--- src/rtl/sar_pkg.sv ---
package sar_pkg;
    typedef enum logic [1:0] {
        ST_IDLE = 2'd0,
        ST_ACQ  = 2'd1,
        ST_CONV = 2'd2
    } sar_st_e;
endpackage

--- src/rtl/sar_seq.sv ---
module sar_seq
    import sar_pkg::*;
#(
    parameter int NBITS   = 12,
    parameter int ADDR_W  = 3,
    parameter int ACQ_CYC = 8
) (
    input  logic              clk,
    input  logic              rst_n,
    input  logic              cs_n,
    input  logic              convst_n,
    input  logic              shdn_n,
    input  logic              cfg_diff,
    input  logic [ADDR_W-1:0] cfg_addr,
    input  logic              cfg_bipolar,
    input  logic              cmp_in,
    output logic [NBITS-1:0]  dac_code,
    output logic              rdy,
    output logic              nap,
    output logic              sleep,
    output logic              load,
    output logic [NBITS-1:0]  fin_data,
    output logic              cap_diff,
    output logic [ADDR_W-1:0] cap_addr,
    output logic              cap_bip
);
    localparam int CNT_W = (ACQ_CYC < 2) ? 1 : $clog2(ACQ_CYC);
    localparam int IDX_W = (NBITS < 2) ? 1 : $clog2(NBITS);

    typedef struct packed {
        sar_st_e           st;
        logic [CNT_W-1:0]  cnt;
        logic [IDX_W-1:0]  idx;
        logic [NBITS-1:0]  sar;
        logic              conv_prev;
        logic              rdy;
        logic              nap;
        logic              sleep;
        logic              diff;
        logic [ADDR_W-1:0] addr;
        logic              bip;
    } seq_t;

    seq_t q, n;
    logic start;
    logic [NBITS-1:0] trial;

    assign start = (q.st == ST_IDLE) && shdn_n && !cs_n && q.conv_prev && !convst_n;

    always_comb begin
        n           = q;
        n.conv_prev = convst_n;
        n.nap       = 1'b0;
        n.sleep     = 1'b0;
        unique case (q.st)
            ST_IDLE: begin
                n.nap   = !shdn_n && !cs_n;
                n.sleep = !shdn_n && cs_n;
                if (start) begin
                    n.st   = ST_ACQ;
                    n.cnt  = CNT_W'(ACQ_CYC - 1);
                    n.rdy  = 1'b0;
                    n.sar  = '0;
                    n.diff = cfg_diff;
                    n.addr = cfg_addr;
                    n.bip  = cfg_bipolar;
                end
            end
            ST_ACQ: begin
                if (q.cnt == '0) begin
                    n.st  = ST_CONV;
                    n.idx = IDX_W'(NBITS - 1);
                end else begin
                    n.cnt = q.cnt - CNT_W'(1);
                end
            end
            ST_CONV: begin
                n.sar[q.idx] = cmp_in;
                if (q.idx == '0) begin
                    n.st  = ST_IDLE;
                    n.rdy = 1'b1;
                end else begin
                    n.idx = q.idx - IDX_W'(1);
                end
            end
            default: n.st = ST_IDLE;
        endcase
    end

    always_ff @(posedge clk or negedge rst_n) begin
        if (!rst_n) begin
            q           <= '0;
            q.st        <= ST_IDLE;
            q.conv_prev <= 1'b1;
            q.rdy       <= 1'b1;
        end else begin
            q <= n;
        end
    end

    always_comb begin
        trial        = q.sar;
        trial[q.idx] = 1'b1;
    end

    assign dac_code = (q.st == ST_CONV) ? trial : '0;
    assign rdy      = q.rdy;
    assign nap      = q.nap;
    assign sleep    = q.sleep;
    assign load     = (q.st == ST_CONV) && (q.idx == '0);
    assign fin_data = n.sar;
    assign cap_diff = q.diff;
    assign cap_addr = q.addr;
    assign cap_bip  = q.bip;

    // an accepted strobe drops ready on the following cycle
    p_busy_on_start_r2: assert property (@(posedge clk) disable iff (!rst_n)
        ((q.st == ST_IDLE) && shdn_n && !cs_n && q.conv_prev && !convst_n) |=> !rdy);

    // acquisition is not cut short
    p_acq_len_r3: assert property (@(posedge clk) disable iff (!rst_n)
        ((q.st == ST_ACQ) && (q.cnt != '0)) |=> (q.st == ST_ACQ));

    // bit decisions step down one per clock, no restart
    p_no_restart_r5: assert property (@(posedge clk) disable iff (!rst_n)
        ((q.st == ST_CONV) && (q.idx != '0)) |=>
            ((q.st == ST_CONV) && (q.idx == $past(q.idx) - IDX_W'(1))));

    // at most one power-down depth
    p_one_mode_r9: assert property (@(posedge clk) disable iff (!rst_n)
        $onehot0({nap, sleep}));

    // power-down only when not busy
    p_power_idle_r10: assert property (@(posedge clk) disable iff (!rst_n)
        (nap || sleep) |-> rdy);
endmodule

--- src/rtl/sar_out_latch.sv ---
module sar_out_latch #(
    parameter int NBITS  = 12,
    parameter int ADDR_W = 3
) (
    input  logic                     clk,
    input  logic                     rst_n,
    input  logic                     load,
    input  logic [NBITS-1:0]         fin_data,
    input  logic                     cap_diff,
    input  logic [ADDR_W-1:0]        cap_addr,
    input  logic                     cap_bip,
    input  logic                     cs_n,
    input  logic                     rd_n,
    output logic [NBITS+ADDR_W:0]    dbus,
    output logic                     dbus_oe
);
    localparam int WORD_W = NBITS + ADDR_W + 1;

    logic [WORD_W-1:0] word_d, word_q;
    logic [NBITS-1:0]  fmt;

    always_comb begin
        fmt = fin_data;
        if (cap_bip) fmt[NBITS-1] = ~fin_data[NBITS-1];
        word_d = load ? {cap_diff, cap_addr, fmt} : word_q;
    end

    always_ff @(posedge clk or negedge rst_n) begin
        if (!rst_n) word_q <= '0;
        else        word_q <= word_d;
    end

    assign dbus_oe = !cs_n && !rd_n;
    assign dbus    = dbus_oe ? word_q : '0;

    // the held word changes only on a completed conversion
    p_word_hold_r11: assert property (@(posedge clk) disable iff (!rst_n)
        !load |=> $stable(word_q));
endmodule

--- src/rtl/sar_conv_ctrl.sv ---
module sar_conv_ctrl #(
    parameter int NBITS   = 12,
    parameter int ADDR_W  = 3,
    parameter int ACQ_CYC = 8
) (
    input  logic                  clk,
    input  logic                  rst_n,
    input  logic                  cs_n,
    input  logic                  convst_n,
    input  logic                  rd_n,
    input  logic                  shdn_n,
    input  logic                  cfg_diff,
    input  logic [ADDR_W-1:0]     cfg_addr,
    input  logic                  cfg_bipolar,
    input  logic                  cmp_in,
    output logic [NBITS-1:0]      dac_code,
    output logic                  rdy,
    output logic                  nap,
    output logic                  sleep,
    output logic [NBITS+ADDR_W:0] dbus,
    output logic                  dbus_oe
);
    logic              load;
    logic [NBITS-1:0]  fin_data;
    logic              cap_diff;
    logic [ADDR_W-1:0] cap_addr;
    logic              cap_bip;

    sar_seq #(.NBITS(NBITS), .ADDR_W(ADDR_W), .ACQ_CYC(ACQ_CYC)) u_seq (
        .clk(clk), .rst_n(rst_n), .cs_n(cs_n), .convst_n(convst_n), .shdn_n(shdn_n),
        .cfg_diff(cfg_diff), .cfg_addr(cfg_addr), .cfg_bipolar(cfg_bipolar),
        .cmp_in(cmp_in), .dac_code(dac_code), .rdy(rdy), .nap(nap), .sleep(sleep),
        .load(load), .fin_data(fin_data), .cap_diff(cap_diff), .cap_addr(cap_addr),
        .cap_bip(cap_bip)
    );

    sar_out_latch #(.NBITS(NBITS), .ADDR_W(ADDR_W)) u_out (
        .clk(clk), .rst_n(rst_n), .load(load), .fin_data(fin_data),
        .cap_diff(cap_diff), .cap_addr(cap_addr), .cap_bip(cap_bip),
        .cs_n(cs_n), .rd_n(rd_n), .dbus(dbus), .dbus_oe(dbus_oe)
    );

    // drive enable follows select and read only
    p_oe_gate_r8: assert property (@(posedge clk) disable iff (!rst_n)
        (cs_n || rd_n) |-> !dbus_oe);
endmodule

--- config.mk ---
export PLATFORM = sky130hd
export DESIGN_NAME = sar_conv_ctrl
export DESIGN_NICKNAME = d
export VERILOG_FILES = /design/src/rtl/sar_pkg.sv /design/src/rtl/sar_seq.sv /design/src/rtl/sar_out_latch.sv /design/src/rtl/sar_conv_ctrl.sv
export SDC_FILE = /design/constraint.sdc
export NUM_CORES = 1
export LEC_CHECK = 0
export BUFFER_PORTS_ARGS = -buffer_cell sky130_fd_sc_hd__buf_2
export CAP_MARGIN = 10
export CORE_MARGIN = 2
export CORE_UTILIZATION = 60
export DETAILED_ROUTE_END_ITERATION = 6
export PLACE_DENSITY = 0.85
export SLEW_MARGIN = 40
export SYNTH_ARGS = -nofsm -noshare
export SYNTH_HDL_FRONTEND = slang
export SYNTH_SLANG_ARGS = --single-unit
export TNS_END_PERCENT = 30
--- constraint.sdc ---
create_clock -name clk -period 3.6 [get_ports clk]
set_clock_uncertainty 0.05 [all_clocks]
set_input_delay 0.36 -clock clk [delete_from_list [all_inputs] [get_ports clk]]
set_output_delay 0.36 -clock clk [all_outputs]
set_load 0.02 [all_outputs]
### Yosys cells after proc, flatten, opt, wreduce, memory -nomap -nowiden

Cells that the tools add are included.

| cells by class | value |
|---|---|
| add/subtract/negate cells | 2 |
| magnitude comparators | 2 |
| eq/ne operators | 7 |
| multiplexer cells | 22 |
| bitwise logic cells | 2 |
| reduce and logical (&&, ||, !) cells | 24 |

Operators by type and width:

| cell | count |
|---|---|
| 2-to-1 mux 12 bit | 2 |
| one-hot mux 12 bit (2 select lines) | 1 |
| 2-to-1 mux 16 bit | 1 |
| bitwise mux 12 bit | 1 |
| OR 12 bit | 1 |
| AND reduction 3 bit | 4 |
| 2-to-1 mux 5 bit | 2 |
| logical AND 1 bit | 9 |
| 2-to-1 mux 4 bit | 2 |
| one-hot mux 4 bit (2 select lines) | 1 |
| 2-to-1 mux 7 bit | 1 |
| inequality test 2 x 1 -> 1 bit (second input constant) | 3 |
| one-hot mux 2 bit (3 select lines) | 1 |
| one-hot mux 3 bit (2 select lines) | 1 |
| nonzero test 2 bit | 3 |
| less-than comparator 4 x 5 -> 1 bit (second input constant) | 1 |
| demux 1 bit (select 4 bit) | 1 |
| greater-or-equal comparator 4 x 1 -> 1 bit (second input constant) | 1 |
| logical NOT 1 bit | 4 |
| logical NOT 4 bit | 1 |
| 2-to-1 mux 1 bit | 4 |
| 2-to-1 mux 2 bit | 2 |
| inequality test 2 bit (second input constant) | 2 |
| subtractor 4 x 1 -> 4 bit (second input constant) | 1 |
| other kinds (9) | 9 |

| storage, ports and cells | value |
|---|---|
| register bits | 46 |
| bits of input ports | 12 |
| output and inout port bits | 32 |
| logic and storage cells | 71 |

### Longest topological paths before layout

Gate-level depths: netlist of the first run.

| logic depth | value |
|---|---|
| word-level depth | 9 |
| gate-level depth with buffers | 8 |
| gate-level depth less buffers | 7 |

### By module

From an unflattened synthesis of the first run, not the netlist that was laid out.

| second synthesis, totals | value |
|---|---|
| cell total of the unflattened synthesis | 236 |
| area total of the unflattened synthesis | 2494.9 sq um |

By module, submodules not included:

| module | instances | cells each | area each (sq um) | seq. area each (sq um) |
|---|---|---|---|---|
| sar_seq | 1 | 182 | 1735.4 | 753.2 |
| sar_out_latch | 1 | 54 | 759.5 | 400.4 |

### Worst setup path after synthesis of the first run

OpenSTA, ideal clock, no wires.

| path | value |
|---|---|
| kind | flip-flop to output port |
| from | reg u_seq.q[28] (netlist name) |
| to | out dac_code[10] |
| arrival time | 1.728 ns |
| data required time | 3.190 ns |
| slack | 1.462 ns |
| cell stages (with the launch flop) | 7 |
| path buffers | 2 |
| cell sequence | dfrtp_1 -> inv_1 -> ha_1 -> clkinv_1 -> buf_2 -> buf_1 -> a21oi_1 |

| on the way | value |
|---|---|
| longest elaborated chain between the ends | 2 |

RTL lines:

| element | line | RTL |
|---|---|---|
| start, declared | sar_seq.sv:44 | `seq_t q, n;` |
| start signal, assigned | sar_seq.sv:97 | `q <= n;` |
| equality test 2 bit | sar_seq.sv:106 | `assign dac_code = (q.st == ST_CONV) ? trial : '0;` |
| 2-to-1 mux 12 bit | sar_seq.sv:106 |  |
| end, declared | sar_conv_ctrl.sv:16 | `output logic [NBITS-1:0] dac_code,` |

Every way passes these cells.

### Final worst setup path of the first run

| path | value |
|---|---|
| from | reg u_seq.q[28] (netlist name) |
| to | out dac_code[5] |

The elaborated chain is that of the path after synthesis.

==> results_dict.tcl, run 1 <==
set metrics [dict create \
    p_leak_nw 1.38 \
    power.density_nw_per_um2 462 \
    synthFlopType "dfrtp_1" \
    synth_top_family_by_area "multiplexers" \
    grt_busiest_layer "met2" \
    synth_top_area_share 0.442 \
    dieArea_sq_um 4680 \
    fmax_mhz 385 \
    die_height_um 68.4 \
    tns_ns 0 \
    drtPass1Iterations 4 \
    overflow 0 \
    cp-start-kind "flop" \
    fillers 305 \
    nets 287 \
    worstPathMaxFanout 16 \
    fin_crit_sh 0.721 \
    postRouteAntennaNets 0 \
    n_antenna_cell 0 \
    grt_pass1_vias 1633 \
    row_count 23 \
    root_buffer "clkbuf_8" \
    ys_top_cells_by_count "dfrtp_1, a21oi_1, and2_1, inv_1, nor2_1" \
    synth-async-reset-ratio 1.00 \
    synth.area.top_cells "dfrtp_1, mux2_4, mux2i_1" \
    grt_first_pass_wirelength_um 7760 \
    synth_compound_area_frac 0.116 \
    cts_tree "done" \
    slew_headroom 0.622 \
    io_pins 44 \
    cp-end-kind "output port" \
    clock_sinks 46 \
    synth.yosys.warnings 0 \
    wl_per_cell_um 15.1 \
    worstSetupPathType "flop to output port" \
    hpwl_um 3370 \
    clkLatencyLatePin_ns 0.30 \
    ctsHoldBuffers 0 \
    muxShareOfSynthArea 0.167 \
    post_cts_buffers 0 \
    power_mw 1.29 \
    synth-seq-cells 46 \
    ctsHtreeMaxLevel 2 \
    start_util 0.622 \
    cap_violations 0 \
    dp_cells 308 \
    drc 0 \
    violations "hold timing" \
    avgViaCountPerCell 5.71 \
    ys_seq_area_frac 0.463 \
    outcome "finished, violations left" \
    use_met2 0.344 \
    use_met3 0.0362 \
    synth_edf_count 0 \
    pwr-share-clk 0.231 \
    crit_arrival_ns 2.19 \
    cp-startpoint "u_seq.q[28]" \
    grtUsageTotal 0.227 \
    ctsResizeCount 0 \
    switching_power_mw 0.412 \
    clk_path_buf_depth 2 \
    required_ns 3.19 \
    synthAdderAreaFrac 0.0503 \
    worstMarginPinSlew_ns 0.567 \
    yosysMostFrequentCell "dfrtp_1" \
    grt_max_degree 47 \
    antenna_found_initial 0 \
    finalHoldViolCount 5 \
    seqPwrFrac 0.499 \
    drive_gt1_frac 0.291 \
    port_buffers 43 \
    hold_class "input port to asynchronous set/reset pin" \
    combPwrFrac 0.270 \
    whs_ns -0.00866 \
    synth_fp_nets 246 \
    synth-xor-area-share 0 \
    yosys.area_share.simple 0.149 \
    gp_congestion 0.791 \
    min_period_ns 2.60 \
    setup_viol 0 \
    internal_power_mw 0.876 \
    first_iter_violations 123 \
    cts.clk_slew.worst_paths_ns 0.09 \
    syn_inst 224 \
    slew_viol_final 0 \
    die_w_um 68.4 \
    area_growth_pct 12.0 \
    fin_util 0.697 \
    wl_um 4760 \
    synth_cell_types 36 \
    switching_share 0.320 \
    syn-cell-area_sq_um 2490 \
    globalRouteMet1Util 0.324 \
    cts_buffers 5 \
    stdcell_count 315 \
    ir_drop_uv 327 \
    yosys.area.top_type "dfrtp_1" \
    r2r-start "u_seq.q[21]" \
    postSynthAreaPerCell_sq_um 11.1 \
    rsz0062_at_grt "false" \
    coreArea_sq_um 4000 \
    vias 1800 \
]
-- worst max-delay path, stage by stage, from the launching register on --
cell	delay, ns
dfrtp_1	0.41
inv_1	0.11
ha_1	0.32
clkinv_1	0.39
buf_4	0.33
a21oi_1	0.14
buf_2	0.18
-- kinds of logic (layout without fill, tap and decap cells) --
kind of cell / Yosys count / count (layout)
fa+ha+maj: 10 / 10
flops: 46 / 46
simple gates: 62 / 62
compound gates: 45 / 45
buf+inv: 27 / 68
mux: 34 / 34
-- state kept, by name, summed over array words and instances (netlist names) --
signal	cells
u_out.word_q	16
u_seq.cap_addr	3
u_seq.cap_bip	1
u_seq.cap_diff	1
u_seq.nap	1
u_seq.q	22
u_seq.rdy	1
u_seq.sleep	1
-- through the flow --
step	instance area [sq um]	setup WS [ns]
2_1_floorplan	2490	1.46
3_3_place_gp	2700	1.20
3_5_place_dp	2710	1.14
4_1_cts	2790	1.00
5_1_grt	2790	0.837
6_report	2790	1.00
-- placed cells by master (no fill, tap or decap), types with 2 or more instances in the layout --
cell / count
dfrtp_1: 44
buf_2: 42
a21oi_1: 18
inv_1: 16
and2_1: 16
mux2i_1: 13
nor2_1: 13
o2bb2ai_1: 10
mux2_4: 10
mux2_2: 10
ha_1: 10
nand3b_1: 8
nand2_1: 8
o21ai_0: 8
nor3b_1: 5
clkbuf_8: 5
a31oi_1: 3
nand3_1: 3
a22o_1: 2
clkinv_2: 2
buf_4: 2
dfstp_2: 2
-- layer usage --
| layer | up-vias | share of wire |
|---|---|---|
| li1 | 866 | - |
| met1 | 877 | 0.47 |
| met2 | 52 | 0.48 |
| met3 | 5 | 0.042 |
| met4 | 0 | 0.012 |
| met5 | - | 0 |
-- path summary, 6_finish.rpt --
check / endpoint / slack (ns) / depth (start not counted)
hold / removal: u_seq.q[15] / -0.009 / 1
min in group clk: u_seq.q[8] / 0.12 / 1
setup / recovery: dac_code[5] / 1.00 / 6
setup reg to reg: u_out.word_q[15] / 1.40 / 5
max in group asynchronous: u_seq.q[13] / 3.11 / 1
hold reg to reg: u_out.word_q[11] / 0.44 / 2
-- final cells by class --
cell class	instances	area (sq um)	share of cell area
Tap cell	50	62.6	0.0224
Multi-Input combinational cell	151	1200	0.432
Inverter	17	63.8	0.0229
Timing Repair Buffer	44	225	0.0808
Clock inverter	2	10.0	0.00359
Clock buffer	5	68.8	0.0247
Sequential cell	46	1150	0.414
-- power by group through the flow --
stage	sequential (mW)	combinational (mW)	clock (mW)
3_5_place_dp	0.651	0.345	0
3_3_place_gp	0.646	0.329	0
5_1_grt	0.652	0.392	0.322
2_1_floorplan	0.644	0.265	0
6_report	0.642	0.348	0.298
4_1_cts	0.642	0.347	0.304
(Power assumes the default switching activity.)
==> run 2: changes to the inputs <==
--- a/config.mk
+++ b/config.mk
@@ -5,12 +5,13 @@
 export SDC_FILE = /design/constraint.sdc
 export NUM_CORES = 1
 export LEC_CHECK = 0
+export ABC_AREA = 1
 export BUFFER_PORTS_ARGS = -buffer_cell sky130_fd_sc_hd__buf_2
 export CAP_MARGIN = 10
 export CORE_MARGIN = 2
-export CORE_UTILIZATION = 60
+export CORE_UTILIZATION = 55
 export DETAILED_ROUTE_END_ITERATION = 6
-export PLACE_DENSITY = 0.85
+export PLACE_DENSITY = 0.79
 export SLEW_MARGIN = 40
 export SYNTH_ARGS = -nofsm -noshare
 export SYNTH_HDL_FRONTEND = slang
==> constraint.sdc (replaced) <==
create_clock -name clk -period 2.5 [get_ports clk]
set_clock_uncertainty 0.05 [all_clocks]
set_input_delay 0.25 -clock clk [delete_from_list [all_inputs] [get_ports clk]]
set_output_delay 0.25 -clock clk [all_outputs]
set_load 0.02 [all_outputs]
==> results_dict.tcl, run 2 <==
set metrics [dict create \
    outcome "completed" \
    globalRouteMet1Util 0.280 \
    dieArea_sq_um 4900 \
    fmax_mhz 461 \
    p_leak_nw 1.51 \
    setup_viol 0 \
    grtUsageTotal 0.217 \
    syn-cell-area_sq_um 2400 \
    slew_viol_final 0 \
    seq_area_sq_um 1150 \
    synth-seq-cells 46 \
    grt_first_pass_wirelength_um 8380 \
    synth.area.top_cells "dfrtp_1, nand2_1, inv_1" \
    largest_reg_flops 22 \
    synth-async-reset-ratio 1.00 \
    layout_common_cells "nand2_1, inv_1, dfrtp_1, buf_2, nor2_1" \
    stdcell_count 390 \
    wl_um 4780 \
    required_ns 2.20 \
    gp_congestion 0.876 \
    grt_busiest_layer "met2" \
    cts_buffers 5 \
    multiInputGateArea_sq_um 972 \
    dp_cells 380 \
    layout_commonest_cell "nand2_1" \
    port_buffers 43 \
    muxShareOfSynthArea 0 \
    vias 1934 \
    reg2regPathDepth 8 \
    wl_per_cell_um 12.2 \
    worstMarginPinSlew_ns 0.573 \
    synth_edf_count 0 \
    antenna_found_initial 0 \
    yosysMostFrequentCell "nand2_1" \
    tns_ns 0 \
    fin_crit_sh 0.867 \
    grt_max_degree 47 \
    synthFlopType "dfrtp_1" \
    synth_top_area_share 0.459 \
    synth_fp_nets 313 \
    yosys.area.top_type "dfrtp_1" \
    die_w_um 70.0 \
    drive_gt1_frac 0.240 \
    synthAdderAreaFrac 0.0522 \
    crit_arrival_ns 1.87 \
    postRouteAntennaNets 0 \
    row_count 24 \
    synth.yosys.warnings 0 \
    grt_pass1_vias 1877 \
    clk_path_buf_depth 2 \
    first_iter_violations 91 \
    use_met2 0.357 \
    synth_compound_area_frac 0.151 \
    hold_depth 2 \
    overflow 0 \
    worstSetupPathType "flop to output port" \
    regMostFlops "u_seq.q" \
    cts_tree "done" \
    ys_top_cells_by_count "nand2_1, inv_1, dfrtp_1, nor2_1, o21ai_0" \
    hpwl_um 3480 \
    start_util 0.562 \
    use_met3 0.0577 \
    drtPass1Iterations 4 \
    clock_sinks 46 \
    hold_class "input port to flop" \
    cp-end-kind "output port" \
    die_height_um 70.0 \
    worst_slack_ns 0.333 \
    ctsHtreeMaxLevel 2 \
    cts.clk_slew.worst_paths_ns 0.09 \
    fillers 392 \
    synth-xor-area-share 0.00365 \
    nets 359 \
    synth_top_family_by_area "simple AND/OR/NAND/NOR gates" \
    avgViaCountPerCell 4.96 \
    min_period_ns 2.17 \
    area_growth_pct 13.9 \
    coreArea_sq_um 4260 \
    yosys.area_share.simple 0.199 \
    root_buffer "clkbuf_8" \
    syn_inst 291 \
    worstPathMaxFanout 13 \
    finalHoldViolCount 0 \
    pre_cts_ws_ns 0.641 \
    cp-start-kind "flop" \
    slew_headroom 0.618 \
    cap_violations 0 \
    power.density_nw_per_um2 970 \
    io_pins 44 \
    drc 0 \
    n_antenna_cell 0 \
    postSynthAreaPerCell_sq_um 8.24 \
    post_cts_buffers 0 \
    rsz0062_at_grt "false" \
    synth_cell_types 26 \
    ys_seq_area_frac 0.481 \
    fin_util 0.641 \
    power_mw 2.65 \
    clkLatencyLatePin_ns 0.30 \
    ir_drop_uv 578 \
]
-- run 2: changes by cell type in the layout (fill, tap and decap cells not counted), sizes merged, moves of 6 or more --
cell	delta
nand2	+69
nand3b	-8
and2	-17
mux2i	-14
mux2	-20
nor2	+16
nand3	+6
inv	+38
o21ai	+31
o2bb2ai	-10
nor3b	-6
-- run 2: per-stage QoR --
stage	hold WS, ns	area, sq um
5_1_grt	0.0736	2730
2_1_floorplan	-0.0956	2400
3_3_place_gp	0.315	2620
3_5_place_dp	0.316	2620
4_1_cts	0.0628	2730
6_report	0.0787	2730
-- run 2: cell type report --
type,count,area share
sequential,46,0.422
multi-input combinational,184,0.356
timing repair buffer,46,0.0889
inverter,54,0.0742
clock buffer,6,0.0302
tap,52,0.0238
clock inverter,2,0.00458
-- run 2: logic make-up after synthesis --
logic type / after synthesis
simple gates: 118
fa+ha+maj: 10
buf+inv: 61
compound gates: 55
flops: 46
xor+xnor: 1
-- run 2: power breakdown --
| part | switching (mW) | total, mW | internal (mW) |
|---|---|---|---|
| registers | 0.117 | 1.08 | 0.966 |
| logic | 0.743 | 1.09 | 0.343 |
| clock network | 0.257 | 0.480 | 0.222 |
-- run 2: critical path, stage by stage, from the launching register on --
cell and delay [ns]:
dfrtp_1 0.39, inv_1 0.12, ha_1 0.40, inv_2 0.25, a21oi_2 0.21, buf_2 0.19
-- run 2: timing repair --
item,4_1_cts,5_1_grt
setup endpoints to repair,0,0
hold endpoints to repair,45,0
gates resized for setup,0,0
hold buffers,2,0
-- run 2: worst paths after layout --
| check | start | to | slack, ns |
|---|---|---|---|
| worst max-delay path | u_seq.q[28] | dac_code[3] | 0.33 |
| worst min-delay path | cs_n | u_seq.nap | 0.08 |
| worst max register to register | u_seq.q[28] | u_seq.q[28] | 0.61 |
| worst min register to register | u_seq.cap_addr[1] | u_seq.cap_addr[1] | 0.44 |
| max in group asynchronous | rst_n | u_seq.rdy | 1.50 |
| min in group asynchronous | rst_n | u_seq.q[19] | 0.49 |
-- run 2: per-layer routing --
layer,routed length [um],up-vias
met5,0,-
met4,48,0
li1,-,993
met2,2310,51
met1,2160,884
met3,259,6
